[src/rtl/ptr_agu_pkg.sv]
package ptr_agu_pkg;

  typedef enum logic [1:0] {
    KIND_LOAD     = 2'd0,
    KIND_STORE    = 2'd1,
    KIND_PROG     = 2'd2,
    KIND_PROG_EXT = 2'd3
  } access_kind_e;

  typedef enum logic [1:0] {
    MODE_PLAIN    = 2'd0,
    MODE_POST_INC = 2'd1,
    MODE_PRE_DEC  = 2'd2,
    MODE_DISP     = 2'd3
  } addr_mode_e;

  localparam logic [1:0] PAIR_X = 2'd0;
  localparam logic [1:0] PAIR_Z = 2'd2;

  // cycle cost per access class
  localparam logic [1:0] CYC_LD_PLAIN = 2'd1;
  localparam logic [1:0] CYC_LD_POST  = 2'd2;
  localparam logic [1:0] CYC_LD_PRE   = 2'd3;
  localparam logic [1:0] CYC_LD_DISP  = 2'd3;
  localparam logic [1:0] CYC_ST_PLAIN = 2'd1;
  localparam logic [1:0] CYC_ST_POST  = 2'd1;
  localparam logic [1:0] CYC_ST_PRE   = 2'd2;
  localparam logic [1:0] CYC_ST_DISP  = 2'd2;
  localparam logic [1:0] CYC_PROG     = 2'd3;

  typedef struct packed {
    logic       isProg;
    logic       isExt;
    logic       addDisp;
    logic       preDec;
    logic       postInc;
    logic [1:0] pairSel;
    logic [1:0] cycles;
  } agu_strobe_t;

endpackage

[src/rtl/agu_ctrl.sv]
module agu_ctrl
  import ptr_agu_pkg::*;
(
  input  logic [1:0]  reqKind,
  input  logic [1:0]  reqPtr,
  input  logic [1:0]  reqMode,
  output agu_strobe_t strb
);

  access_kind_e kind;
  addr_mode_e   mode;
  logic         isStore;

  assign kind    = access_kind_e'(reqKind);
  assign mode    = addr_mode_e'(reqMode);
  assign isStore = (kind == KIND_STORE);

  always_comb begin
    strb        = '0;
    strb.isProg = (kind == KIND_PROG) || (kind == KIND_PROG_EXT);
    strb.isExt  = (kind == KIND_PROG_EXT);
    if (strb.isProg || reqPtr == 2'd3) strb.pairSel = PAIR_Z;
    else                               strb.pairSel = reqPtr;

    if (strb.isProg) begin
      // program reads: only post-increment changes Z, others are plain
      strb.postInc = (mode == MODE_POST_INC);
      strb.cycles  = CYC_PROG;
    end else begin
      unique case (mode)
        MODE_PLAIN: begin
          strb.cycles = isStore ? CYC_ST_PLAIN : CYC_LD_PLAIN;
        end
        MODE_POST_INC: begin
          strb.postInc = 1'b1;
          strb.cycles  = isStore ? CYC_ST_POST : CYC_LD_POST;
        end
        MODE_PRE_DEC: begin
          strb.preDec = 1'b1;
          strb.cycles = isStore ? CYC_ST_PRE : CYC_LD_PRE;
        end
        MODE_DISP: begin
          if (strb.pairSel == PAIR_X) begin
            strb.cycles = isStore ? CYC_ST_PLAIN : CYC_LD_PLAIN;
          end else begin
            strb.addDisp = 1'b1;
            strb.cycles  = isStore ? CYC_ST_DISP : CYC_LD_DISP;
          end
        end
        default: strb.cycles = CYC_LD_PLAIN;
      endcase
    end
  end

endmodule

[src/rtl/agu_datapath.sv]
module agu_datapath
  import ptr_agu_pkg::*;
#(
  parameter int PTR_W     = 16,
  parameter int DISP_W    = 6,
  parameter int PAGE_W    = 8,
  parameter int PROG_AW   = 18,
  parameter int PAGE_MASK = 3,
  parameter int REG_IDX_W = 5,
  parameter int REG_BASE  = 26
) (
  input  logic                  clk,
  input  logic                  rstN,
  input  logic                  reqValid,
  input  agu_strobe_t           strb,
  input  logic [PTR_W/2-1:0]    ptrLo,
  input  logic [PTR_W/2-1:0]    ptrHi,
  input  logic [DISP_W-1:0]     reqDisp,
  input  logic [PAGE_W-1:0]     pageIn,
  output logic                  rspValid,
  output logic [PTR_W-1:0]      dataAddr,
  output logic [PROG_AW-1:0]    progAddr,
  output logic                  ptrWrEn,
  output logic [REG_IDX_W-1:0]  ptrRegIdx,
  output logic [PTR_W/2-1:0]    newPtrLo,
  output logic [PTR_W/2-1:0]    newPtrHi,
  output logic                  pageWrEn,
  output logic [PAGE_W-1:0]     newPage,
  output logic [1:0]            cycles
);

  localparam int BYTE_W = PTR_W / 2;
  localparam logic [PAGE_W-1:0] MASK_V = PAGE_W'(PAGE_MASK);

  logic [PTR_W-1:0]   ptr, ptrInc, ptrDec, ptrDisp, effPtr, nextPtr;
  logic               carryOut;
  logic [PAGE_W-1:0]  pageMasked, pageUsed, nextPage;
  logic [PROG_AW-1:0] progFull;
  logic [REG_IDX_W-1:0] regIdx;

  assign ptr      = {ptrHi, ptrLo};
  assign ptrInc   = ptr + 1'b1;
  assign ptrDec   = ptr - 1'b1;
  assign ptrDisp  = ptr + PTR_W'(reqDisp);
  assign carryOut = &ptr;

  assign effPtr  = strb.preDec ? ptrDec : (strb.addDisp ? ptrDisp : ptr);
  assign nextPtr = strb.postInc ? ptrInc : (strb.preDec ? ptrDec : ptr);

  assign pageMasked = pageIn & MASK_V;
  assign pageUsed   = strb.isExt ? pageMasked : '0;
  assign nextPage   = (strb.isExt && strb.postInc)
                    ? ((pageIn + PAGE_W'(carryOut)) & MASK_V)
                    : pageMasked;

  generate
    if (PROG_AW > PTR_W) begin : g_paged
      assign progFull = {pageUsed[PROG_AW-PTR_W-1:0], effPtr};
    end else begin : g_flat
      assign progFull = effPtr[PROG_AW-1:0];
    end
  endgenerate

  assign regIdx = REG_IDX_W'(REG_BASE) + REG_IDX_W'({strb.pairSel, 1'b0});

  always_ff @(posedge clk) begin
    if (!rstN || !reqValid) begin
      rspValid  <= 1'b0;
      dataAddr  <= '0;
      progAddr  <= '0;
      ptrWrEn   <= 1'b0;
      ptrRegIdx <= '0;
      newPtrLo  <= '0;
      newPtrHi  <= '0;
      pageWrEn  <= 1'b0;
      newPage   <= '0;
      cycles    <= '0;
    end else begin
      rspValid  <= 1'b1;
      dataAddr  <= strb.isProg ? '0 : effPtr;
      progAddr  <= strb.isProg ? progFull : '0;
      ptrWrEn   <= strb.postInc | strb.preDec;
      ptrRegIdx <= regIdx;
      newPtrLo  <= nextPtr[BYTE_W-1:0];
      newPtrHi  <= nextPtr[PTR_W-1:BYTE_W];
      pageWrEn  <= strb.isExt & strb.postInc;
      newPage   <= nextPage;
      cycles    <= strb.cycles;
    end
  end

  // a response only follows a sampled request
  a_r2_one_cycle: assert property (@(posedge clk) disable iff (!rstN)
    rspValid |-> $past(reqValid));

  // outputs quiet without a response
  a_r2_idle_quiet: assert property (@(posedge clk) disable iff (!rstN)
    !rspValid |-> (cycles == 2'd0 && !ptrWrEn && !pageWrEn && dataAddr == '0));

  // a page update always comes with a Z update
  a_r10_page_with_ptr: assert property (@(posedge clk) disable iff (!rstN)
    pageWrEn |-> (ptrWrEn && rspValid));

  // page never leaves the masked range
  a_r11_page_bound: assert property (@(posedge clk) disable iff (!rstN)
    rspValid |-> (newPage <= MASK_V));

  // every access costs at least one cycle
  a_r7_cycle_nonzero: assert property (@(posedge clk) disable iff (!rstN)
    rspValid |-> (cycles != 2'd0));

endmodule

[src/rtl/ptr_agu.sv]
module ptr_agu
  import ptr_agu_pkg::*;
#(
  parameter int PROG_WORDS = 131072,
  parameter int DISP_W     = 6,
  parameter int PAGE_W     = 8,
  localparam int PTR_W     = 16,
  localparam int BYTE_W    = PTR_W / 2,
  localparam int PROG_AW   = $clog2(PROG_WORDS * 2)
) (
  input  logic               clk,
  input  logic               rstN,
  input  logic               reqValid,
  input  logic [1:0]         reqKind,
  input  logic [1:0]         reqPtr,
  input  logic [1:0]         reqMode,
  input  logic [DISP_W-1:0]  reqDisp,
  input  logic [BYTE_W-1:0]  ptrLo,
  input  logic [BYTE_W-1:0]  ptrHi,
  input  logic [PAGE_W-1:0]  pageIn,
  output logic               rspValid,
  output logic [PTR_W-1:0]   dataAddr,
  output logic [PROG_AW-1:0] progAddr,
  output logic               ptrWrEn,
  output logic [4:0]         ptrRegIdx,
  output logic [BYTE_W-1:0]  newPtrLo,
  output logic [BYTE_W-1:0]  newPtrHi,
  output logic               pageWrEn,
  output logic [PAGE_W-1:0]  newPage,
  output logic [1:0]         cycles
);

  localparam int PAGE_COUNT = (PROG_WORDS * 2) / (1 << PTR_W);
  localparam int PAGE_MASK  = (PAGE_COUNT > 1) ? PAGE_COUNT - 1 : 0;

  agu_strobe_t strb;

  agu_ctrl u_ctrl (
    .reqKind (reqKind),
    .reqPtr  (reqPtr),
    .reqMode (reqMode),
    .strb    (strb)
  );

  agu_datapath #(
    .PTR_W     (PTR_W),
    .DISP_W    (DISP_W),
    .PAGE_W    (PAGE_W),
    .PROG_AW   (PROG_AW),
    .PAGE_MASK (PAGE_MASK),
    .REG_IDX_W (5),
    .REG_BASE  (26)
  ) u_dp (
    .clk       (clk),
    .rstN      (rstN),
    .reqValid  (reqValid),
    .strb      (strb),
    .ptrLo     (ptrLo),
    .ptrHi     (ptrHi),
    .reqDisp   (reqDisp),
    .pageIn    (pageIn),
    .rspValid  (rspValid),
    .dataAddr  (dataAddr),
    .progAddr  (progAddr),
    .ptrWrEn   (ptrWrEn),
    .ptrRegIdx (ptrRegIdx),
    .newPtrLo  (newPtrLo),
    .newPtrHi  (newPtrHi),
    .pageWrEn  (pageWrEn),
    .newPage   (newPage),
    .cycles    (cycles)
  );

endmodule

[config.mk]
export PLATFORM = sky130hd
export DESIGN_NAME = ptr_agu
export DESIGN_NICKNAME = d
export VERILOG_FILES = /design/src/rtl/ptr_agu_pkg.sv /design/src/rtl/agu_ctrl.sv /design/src/rtl/agu_datapath.sv /design/src/rtl/ptr_agu.sv
export SDC_FILE = /design/constraint.sdc
export NUM_CORES = 1
export LEC_CHECK = 0
export BUFFER_PORTS_ARGS = -buffer_cell sky130_fd_sc_hd__buf_2
export CAP_MARGIN = 20
export CORE_MARGIN = 2
export CORE_UTILIZATION = 50
export CTS_BUF_LIST = sky130_fd_sc_hd__clkbuf_16
export CTS_CLUSTER_SIZE = 8
export DETAILED_ROUTE_END_ITERATION = 7
export GPL_TIMING_DRIVEN = 0
export PLACE_DENSITY = 0.82
export SLEW_MARGIN = 10
export SYNTH_ARGS = -nofsm -noshare
export SYNTH_HDL_FRONTEND = slang
export SYNTH_HIERARCHICAL = 1
export SYNTH_SLANG_ARGS = --single-unit
[constraint.sdc]
create_clock -name clk -period 2.3 [get_ports clk]
set_clock_uncertainty 0.2 [all_clocks]
set_input_delay 0.23 -clock clk [delete_from_list [all_inputs] [get_ports clk]]
set_output_delay 0.23 -clock clk [all_outputs]
set_load 0.02 [all_outputs]
==> impl_results.md, run 1 <==
* Run status: complete, no violations
* Main combinational cell family by area after synthesis: simple AND/OR/NAND/NOR gates
* Max Fclk at 461.7 MHz
* Clk root buf: clkbuf_16
* Fin Hold WS at about 0.022 ns
* RD Place Congestion at roughly 0.93
* NumNets Final at 517
* Vias at about 3000
* GR Util met1 at 0.3068
* Max rail drop VDD at just under 600 uV
* Crit end category: flip-flop
* Power Dens Cells at between 700 and 800 nW/um^2
* Crit path max-delay family: compound AO/OA/AOI/OAI gates
* Final WS setup at 0.1342 ns
* Number of max-cap violations at 0
* Critical path fanouts, max at 9
* Routed WL at about 8 mm
* Placed Area at 3635 sq um
* Synth async-reset ratio at 0
* WP buf/inv at 1
* Mean number of vias per cell at between 5 and 6
* Mean post-synth cell area at between 8 and 9 sq um
* Core area at 5921 sq um
* RSZ-0062 raised after global routing: false
* # diodes at 0
* Inserted Clock Buffers at 9
* Synth Register Bits at 60
* Residual DRC at 0
* Layout cell share with drive strength beyond 1 at 0.2881
* DRT iter0 DRCs at 217
* Hold Startpoint: ptrHi[1]
* Final setup TNS at 0 ns
* Die H at approximately 82 um
* GR Util met3 at 0.05543
* Htree depth at 3
* Number of global-route vias before repair at 2692
* Clock power frac at 0.478
* Sw power at 717.6 uW
* Cell Rows at 28
* Hold Vio Cnt, Final at 0
* Setup CP Type: in -> reg
* Pin count of the biggest net entering global routing at 11
* Pre-CTS setup slack at -0.3214 ns
* Ports at 107
* Simple-gate share of the synthesized area at 0.2626
* GR Layer Usage met2 at 0.4185
* Remaining antenna violation count at 0
* Port Buf Inserts at 90
* Synth Area in XOR/XNOR at 0.07137
* CTS Sinks at 60
* Compound-cell area share of the yosys netlist at 0.1460
* Critical Path Max Stage Delay at 0.44 ns
* Reg clk slew, reported paths at 0.05 ns
* Setup Viol. Count Final at 0
* Area growth syn-to-layout at 30.95%
* Leak at 0.001861 uW
* Design area at about 4000 sq um
* Comb power frac at 0.145
* Crit start category: primary input
* CP Launch Point: ptrLo[0]
* Cells along the critical path: buf_2 -> ha_1 -> fa_1 -> a211oi_1 -> o21ai_2 -> a32oi_1 -> xor2_1 -> nor2_1
* WP data required at 2.30 ns
* Initial core utilization at 0.5182
* Slew Viols, Final at 0
* Slowest-stage cell, CP: fa_1
* Int Pwr at ~2200 uW
* Worst hold path type: in -> reg
* Post-synthesis mux area share at 0.006525
* Final period util at 0.9417
* Arr. time, crit path at 2.17 ns
* CTS tree: built
* Post-synth EDFFs at 0
* First-pass iteration count of the detailed router at 5
* Sw Ratio at 0.2489
* DR WL/cell at ~15 um
* Warnings from Yosys at 6
* Die Footprint at approximately 6800 sq um
* Worst slew margin at 0.5860
* Netlist cell types at between 50 and 60
* Detailed Place HPWL at 6.053 mm
* Ys flop type: dfxtp_1
* Overall Global Routing Usage at 0.2502
* Initial antenna violation count at 0
* Slew at the pin closest to its max-slew limit at between 0.6 and 0.7 ns
* CTS Buffer Depth at 2
* Post-Synth Adder-Cell Area at 0.04731
* Mapped Area at 3068 sq um
* Post-Synthesis Cells at 353
* Sequential Power Share at 0.377
* GR Overflow Total at 0
* Most Crowded Layer GR: met2
* Minimum clock period at ~2.2 ns
* Register area share after synthesis at 0.3915
* Die Wd at 82.33 um
* First-pass GRT wire length at around 13 mm
## state kept, by name, summed over array words and instances, names as in the netlist
signal and flops:
u_dp/ptrRegIdx 3, u_dp/newPtrLo 8, u_dp/ptrWrEn 1, u_dp/cycles 2, u_dp/newPtrHi 8, u_dp/rspValid 1, u_dp/newPage 2, u_dp/progAddr 18
u_dp/pageWrEn 1, u_dp/dataAddr 16
## cells by family after synthesis
kind of cell             after synthesis
other                                  1
multiplexers                           2
adder cells (fa/ha/maj)               11
AND/OR/NAND/NOR                      154
AO/OA/AOI/OAI                         62
XOR/XNOR                              25
buffers and inverters                 38
flip-flops                            60
## through the flow
stage                 util  cells  total power [uW]
detailed placement  0.6139    524              1508
CTS                 0.6779    547              2898
finish              0.6786    547              2883
floorplan                -    359              1374
global placement    0.6139    524              1497
global route        0.6786    547              2993
## cell usage after synthesis (3+ instances only)
cell type / number / share of area
xnor2_1: 12 / 0.034
buf_6: 4 / 0.015
nand4_1: 3 / 0.0061
clkbuf_1: 7 / 0.0086
and3_1: 9 / 0.018
xor2_1: 13 / 0.037
o21ai_0: 15 / 0.024
ha_1: 10 / 0.041
a32oi_1: 8 / 0.023
dfxtp_1: 60 / 0.39
a22oi_1: 4 / 0.0098
nor3_1: 10 / 0.016
o31ai_1: 4 / 0.0098
buf_2: 3 / 0.0049
buf_4: 13 / 0.032
nor4_1: 3 / 0.0061
or3_1: 3 / 0.0061
nand3_1: 7 / 0.011
a21oi_1: 7 / 0.011
nor2_1: 70 / 0.086
o21a_1: 3 / 0.0073
nor2b_1: 3 / 0.0061
nand2_1: 23 / 0.028
inv_1: 11 / 0.013
## power by group through the flow
stage          clock network (uW)  registers [uW]  logic [uW]
6_report                     1380            1090         419
5_1_grt                      1450            1090         458
4_1_cts                      1400            1090         413
3_3_place_gp                    0            1110         391
3_5_place_dp                    0            1110         401
2_1_floorplan                   0            1160         217
## worst paths after layout
| kind | endpoint | slack [ns] | cells past startpoint |
|---|---|---|---|
| worst max-delay path | u_dp/progAddr[8]$_SDFF_PP0_ | 0.13 | 8 |
| worst min-delay path | u_dp/progAddr[9]$_SDFF_PP0_ | 0.02 | 3 |
## cell type report
type | count | area [sq um]
Fill cell | 505 | 1903
Multi-Input combinational cell | 261 | 1668
Sequential cell | 60 | 1201
Timing Repair Buffer | 97 | 520.5
Clock buffer | 9 | 225.2
Buffer | 27 | 183.9
Tap cell | 75 | 93.84
Clock inverter | 7 | 83.83
Inverter | 11 | 41.29
## per-layer routing
layer / part of all wire / wire (um)
met1: 0.42 / 3388
met2: 0.49 / 3997
met3: 0.065 / 527
met4: 0.024 / 192
met5: 0 / 0
## placed cells by master (no fill, tap or decap), drive strengths merged, types with 7 or more instances in the layout
master / count
inv: 13
dfxtp: 60
xnor2: 12
nand2: 23
nor2: 71
dlygate4sd3: 7
xor2: 13
and3: 9
conb: 7
buf: 110
ha: 10
a32oi: 8
a21oi: 7
o21ai: 15
nor3: 12
nand3: 7
clkbuf: 16
## timing repair
| action | in CTS | in global routing |
|---|---|---|
| setup endpoints to repair | 0 | 10 |
| endpoints found under the hold margin | 10 | 0 |
| hold buffers | 7 | 0 |
| buffers inserted | 0 | 0 |
| resized for setup | 0 | 2 |
No activity file was read; power rests on OpenSTA's default activity.
==> run 2, diff against run 1 <==
Settings changed: CORE_UTILIZATION 50 to 52, CTS_BUF_LIST sky130_fd_sc_hd__clkbuf_16 to sky130_fd_sc_hd__clkbuf_8, PLACE_DENSITY 0.82 to 0.85, REMOVE_ABC_BUFFERS set to 1.
==> impl_results.md, run 2 (synthesis results as in run 1) <==
* NumNets Final at 495 (was 517)
* WP buf/inv at 2 (was 1)
* Core area at 5608 sq um (was 5921 sq um)
* Mean number of vias per cell at 5.462 (was 5.420)
* Slowest-stage cell, CP: dlygate4sd3_1 (was fa_1)
* Design area at 3775 sq um (was 4018 sq um)
* Routed WL at 7.801 mm (was 8.105 mm)
* Die Footprint at 6530 sq um (was 6778 sq um)
* Leak at 0.001716 uW (was 0.001861 uW)
* Inserted Clock Buffers at 9 (unchanged)
* Largest reg by FF count: u_dp/progAddr (unchanged)
* First-pass iteration count of the detailed router at 5 (unchanged)
* Fill count at 484 (was 505)
* Detailed Place HPWL at 5.646 mm (was 6.053 mm)
* CTS tree: built (unchanged)
* Clk root buf: clkbuf_8 (was clkbuf_16)
* Critical Path Max Stage Delay at 0.55 ns (was 0.44 ns)
* Initial antenna violation count at 0 (unchanged)
* CTS Sinks at 60 (unchanged)
* Crit end category: flip-flop (unchanged)
* Fin util at 0.6731 (was 0.6786)
* Pin count of the biggest net entering global routing at 25 (was 11)
* Setup Viol. Count Final at 0 (unchanged)
* Die Wd at 80.81 um (was 82.33 um)
* Ports at 107 (unchanged)
* Power Dens Cells at 640.9 nW/um^2 (was 717.6 nW/um^2)
* Run status: complete, no violations (unchanged)
* Final setup TNS at 0 ns (unchanged)
* Slew at the pin closest to its max-slew limit at 0.8538 ns (was 0.6198 ns)
* RD Place Congestion at 0.8843 (was 0.9326)
* Placed Area at 3462 sq um (was 3635 sq um)
* Commonest non-fill, non-tap cell in the layout: buf_2 (unchanged)
* Die H at 80.81 um (was 82.33 um)
* Critical path fanouts, max at 8 (was 9)
* Remaining antenna violation count at 0 (unchanged)
* Initial core utilization at 0.5471 (was 0.5182)
* Top flop regs: u_dp/progAddr: 18 flops, u_dp/dataAddr: 16 flops (unchanged)
* Overall Global Routing Usage at 0.2430 (was 0.2502)
* Residual DRC at 0 (unchanged)
* Setup CP Type: in -> reg (unchanged)
* Number of flip-flops under the largest register name at 18 (unchanged)
* Port Buf Inserts at 93 (was 90)
* DR WL/cell at 14.94 um (was 14.82 um)
* Cell Rows at 27 (was 28)
* Number of max-cap violations at 0 (unchanged)
* Crit start category: primary input (unchanged)
* Pre-CTS setup slack at -0.4159 ns (was -0.3214 ns)
* # diodes at 0 (unchanged)
* Layout cell share with drive strength beyond 1 at 0.2889 (was 0.2881)
* WP data required at 2.29 ns (was 2.30 ns)
* Area growth syn-to-layout at 23.04% (was 30.95%)
* Arr. time, crit path at 2.20 ns (was 2.17 ns)
* Minimum clock period at 2.208 ns (was 2.166 ns)
* DRT iter0 DRCs at 261 (was 217)
* Worst slew margin at 0.4294 (was 0.5860)
* RSZ-0062 raised after global routing: false (unchanged)
* Final period util at 0.9601 (was 0.9417)
* Max rail drop VDD at 437.4 uV (was 578.3 uV)
* Worst hold path type: in -> reg (unchanged)
* First-pass GRT wire length at 12.16 mm (was 12.59 mm)
* GR Overflow Total at 0 (unchanged)
* Reg clk slew, reported paths at 0.06 ns (was 0.05 ns)
* Cells along the critical path: dlygate4sd3_1 -> clkbuf_4 -> or3_1 -> nor4_2 -> a311oi_1 -> xor2_1 -> nor2_1 (was buf_2 -> ha_1 -> fa_1 -> a211oi_1 -> o21ai_2 -> a32oi_1 -> xor2_1 -> nor2_1)
* Max Fclk at 452.9 MHz (was 461.7 MHz)
* Vias at 2851 (was 2965)
* Most frequent cells in the layout: 92 x buf_2, 68 x nor2_1, 60 x dfxtp_1 (was 93 x buf_2, 70 x nor2_1, 60 x dfxtp_1)
* Slew Viols, Final at 0 (unchanged)
* CTS Buffer Depth at 2 (unchanged)
* Htree depth at 3 (unchanged)
* Final WS setup at 0.09184 ns (was 0.1342 ns)
* Number of global-route vias before repair at 2534 (was 2692)
* Fin Hold WS at 0.02351 ns (was 0.02185 ns)
* Crit path max-delay family: simple AND/OR/NAND/NOR gates (was compound AO/OA/AOI/OAI gates)
* Hold Vio Cnt, Final at 0 (unchanged)
[run 2: cell types whose count changed in the layout (fill, tap and decap cells not counted), moves of 2 or more]
cell / delta
buf_4: -11
buf_6: -4
clkbuf_1: -7
clkbuf_16: -9
clkbuf_8: +10
inv_1: -2
nor2_1: -2
nor2_2: +2
[run 2: report_power, final]
| part | internal [uW] | total (uW) | switching [uW] |
|---|---|---|---|
| sequential | 1080 | 1080 | 9.10 |
| clock | 527 | 946 | 419 |
| combinational | 135 | 389 | 254 |
[run 2: what timing repair did]
item	in CTS	in global routing
pin swaps	0	2
setup buffers	0	2
endpoints found under the setup margin	11	33
hold endpoints to repair	10	0
resized for setup	2	7
hold buffers	7	0
[run 2: worst paths after layout]
kind | slack, ns | cells after the start | startpoint | to
worst min-delay path | 0.02 | 3 | ptrHi[4] | u_dp/newPtrHi[4]$_SDFF_PN0_
worst max-delay path | 0.09 | 7 | ptrHi[1] | u_dp/dataAddr[13]$_SDFF_PP0_
[run 2: final cells by class]
type	count	area, sq um	area share
multi-input cells	261	1688	0.4471
flip-flops and latches	60	1201	0.3182
well taps	72	90.09	0.02386
clock inverters	6	63.81	0.01690
inverters	11	41.29	0.01094
repair buffers	102	553.0	0.1465
clock buffers	10	137.6	0.03646
[run 2: layer usage]
metal  up-vias  global-route usage  share of wire
met5         -                   0              0
met4         0             0.09661          0.013
met3        11             0.04111          0.060
met2       118              0.4025           0.48
met1      1320              0.3155           0.44
li1       1402                   -              -
[run 2: tightest hold or removal path, stage by stage]
cell	delay, ns
buf_2	0.14
xor2_1	0.08
nor2_1	0.07
[run 2: metrics by stage]
stage               std cells  total power [uW]
finish                    522              2419
global route              522              2523
CTS                       520              2429
detailed placement        497              1478
global placement          497              1467
floorplan                 332              1334
==> run 3, diff against run 2 <==
Settings changed: CTS_BUF_LIST sky130_fd_sc_hd__clkbuf_8 to sky130_fd_sc_hd__clkbuf_4.
==> impl_results.md, run 3 (synthesis results as in run 1) <==
* Clock power frac at 0.327 (was 0.391)
* WP data required at 2.37 ns (was 2.29 ns)
* Setup Viol. Count Final at 0 (unchanged)
* Number of flip-flops under the largest register name at 18 (unchanged)
* Top flop regs: u_dp/progAddr: 18 flops, u_dp/dataAddr: 16 flops (unchanged)
* Fin util at 0.6747 (was 0.6731)
* Placed cells at 497 (unchanged)
* Sw Ratio at 0.2993 (was 0.2819)
* Critical Path Max Stage Delay at 0.56 ns (was 0.55 ns)
* Clk root buf: clkbuf_4 (was clkbuf_8)
* Largest reg by FF count: u_dp/progAddr (unchanged)
* Worst hold path type: in -> reg (unchanged)
* Cell Rows at 27 (unchanged)
* Initial core utilization at 0.5471 (unchanged)
* First-pass iteration count of the detailed router at 5 (unchanged)
* Die Wd at 80.81 um (unchanged)
* GR Overflow Total at 0 (unchanged)
* Worst slew margin at 0.4318 (was 0.4294)
* NumNets Final at 504 (was 495)
* RD Place Congestion at 0.8843 (unchanged)
* Fin Hold WS at 0.02524 ns (was 0.02351 ns)
* Sequential Power Share at 0.492 (was 0.448)
* Die H at 80.81 um (unchanged)
* Arr. time, crit path at 2.29 ns (was 2.20 ns)
* Pin count of the biggest net entering global routing at 25 (unchanged)
* Reg clk slew, reported paths at 0.10 ns (was 0.06 ns)
* DR WL/cell at 15.02 um (was 14.94 um)
* Initial antenna violation count at 0 (unchanged)
* Vias at 2898 (was 2851)
* Core area at 5608 sq um (unchanged)
* Max rail drop VDD at 434.6 uV (was 437.4 uV)
* Run status: complete, no violations (unchanged)
* Hold Vio Cnt, Final at 0 (unchanged)
* CTS Buffer Depth at 2 (unchanged)
* Fill count at 486 (was 484)
* CTS tree: built (unchanged)
* Area growth syn-to-layout at 23.33% (was 23.04%)
* Overall Global Routing Usage at 0.2512 (was 0.2430)
* Commonest non-fill, non-tap cell in the layout: buf_2 (unchanged)
* Sw power at 659.5 uW (was 682.0 uW)
* Comb power frac at 0.181 (was 0.161)
* Crit path max-delay family: buffers and inverters (was simple AND/OR/NAND/NOR gates)
* Crit end category: flip-flop (unchanged)
* Cells along the critical path: dlygate4sd3_1 -> buf_2 -> o211a_1 -> nand2b_1 -> nor2_2 -> a21oi_1 -> xor2_1 -> nor2_1 (was dlygate4sd3_1 -> clkbuf_4 -> or3_1 -> nor4_2 -> a311oi_1 -> xor2_1 -> nor2_1)
* Hold Startpoint: reqPtr[1] (was ptrHi[4])
* Ports at 107 (unchanged)
* # diodes at 0 (unchanged)
* Critical path fanouts, max at 9 (was 8)
* Non-Filler Instances at 531 (was 522)
* First-pass GRT wire length at 12.47 mm (was 12.16 mm)
* Detailed Place HPWL at 5.646 mm (unchanged)
* Int Pwr at 1544 uW (was 1737 uW)
* CTS Sinks at 60 (unchanged)
* Die Footprint at 6530 sq um (unchanged)
* Number of max-cap violations at 0 (unchanged)
* Slew Viols, Final at 0 (unchanged)
* Max Fclk at 450.6 MHz (was 452.9 MHz)
* Pre-CTS setup slack at -0.4159 ns (unchanged)
* RSZ-0062 raised after global routing: false (unchanged)
* Tot Pwr at 2204 uW (was 2419 uW)
* Setup CP Type: in -> reg (unchanged)
* Slowest-stage cell, CP: dlygate4sd3_1 (unchanged)
* Slew at the pin closest to its max-slew limit at 0.8503 ns (was 0.8538 ns)
* Final WS setup at 0.08098 ns (was 0.09184 ns)
* Final period util at 0.9648 (was 0.9601)
* Htree depth at 3 (unchanged)
* CP Launch Point: reqPtr[0] (was ptrHi[1])
* Minimum clock period at 2.219 ns (was 2.208 ns)
* Residual DRC at 0 (unchanged)
* WP buf/inv at 2 (unchanged)
* Port Buf Inserts at 93 (unchanged)
* DRT iter0 DRCs at 242 (was 261)
* Leak at 0.001722 uW (was 0.001716 uW)
* Routed WL at 7.974 mm (was 7.801 mm)
* Remaining antenna violation count at 0 (unchanged)
* Mean number of vias per cell at 5.458 (was 5.462)
* Power Dens Cells at 582.4 nW/um^2 (was 640.9 nW/um^2)
* Layout cell share with drive strength beyond 1 at 0.2767 (was 0.2889)
* Number of global-route vias before repair at 2592 (was 2534)
* Most frequent cells in the layout: 93 x buf_2, 68 x nor2_1, 60 x dfxtp_1 (was 92 x buf_2, 68 x nor2_1, 60 x dfxtp_1)
* Crit start category: primary input (unchanged)
* Inserted Clock Buffers at 9 (unchanged)
[run 3: layer usage]
layer,wire [um],up-vias,share of wire,track usage
li1,-,1418,-,-
met1,3448,1346,0.43,0.3190
met2,3890,127,0.49,0.4165
met3,541,7,0.068,0.05444
met4,94,0,0.012,0.09831
met5,0,-,0,0
[run 3: through the flow]
step | TNS [ns] | cell area (sq um)
after floorplan | 0 | 2907
after global placement | -8.342 | 3462
after detailed placement | -9.955 | 3462
after CTS | 0 | 3760
after global routing | 0 | 3784
final | 0 | 3784
[run 3: final timing paths]
| path | end | slack, ns | cells past startpoint |
|---|---|---|---|
| setup / recovery | u_dp/progAddr[6]$_SDFF_PP0_ | 0.08 | 8 |
| hold / removal | u_dp/ptrRegIdx[1]$_SDFF_PN0_ | 0.03 | 4 |
[run 3: layout make-up]
| cell class | count | area (sq um) | share of cell area |
|---|---|---|---|
| clock inverters | 7 | 67.56 | 0.01786 |
| multi-input cells | 261 | 1675 | 0.4428 |
| inverters | 11 | 41.29 | 0.01091 |
| repair buffers | 111 | 640.6 | 0.1693 |
| clock buffers | 9 | 67.56 | 0.01786 |
| flip-flops and latches | 60 | 1201 | 0.3175 |
| well taps | 72 | 90.09 | 0.02381 |
[run 3: power by group through the flow]
stage	Clock [uW]	Combinational [uW]	Sequential (uW)
global route	784	437	1090
global placement	0	360	1110
floorplan	0	175	1160
CTS	744	393	1080
detailed placement	0	369	1110
finish	720	399	1080
[run 3: tightest hold or removal path, cell delays in order]
cell and delay [ns]:
buf_2 0.10, or2_2 0.12, nor2_1 0.05, nor2_1 0.09
[run 3: timing repair]
| action | 4_1_cts | 5_1_grt |
|---|---|---|
| hold buffers | 16 | 0 |
| buffers inserted | 0 | 2 |
| setup endpoints to repair | 1 | 26 |
| resized for setup | 1 | 5 |
| endpoints found under the hold margin | 28 | 0 |
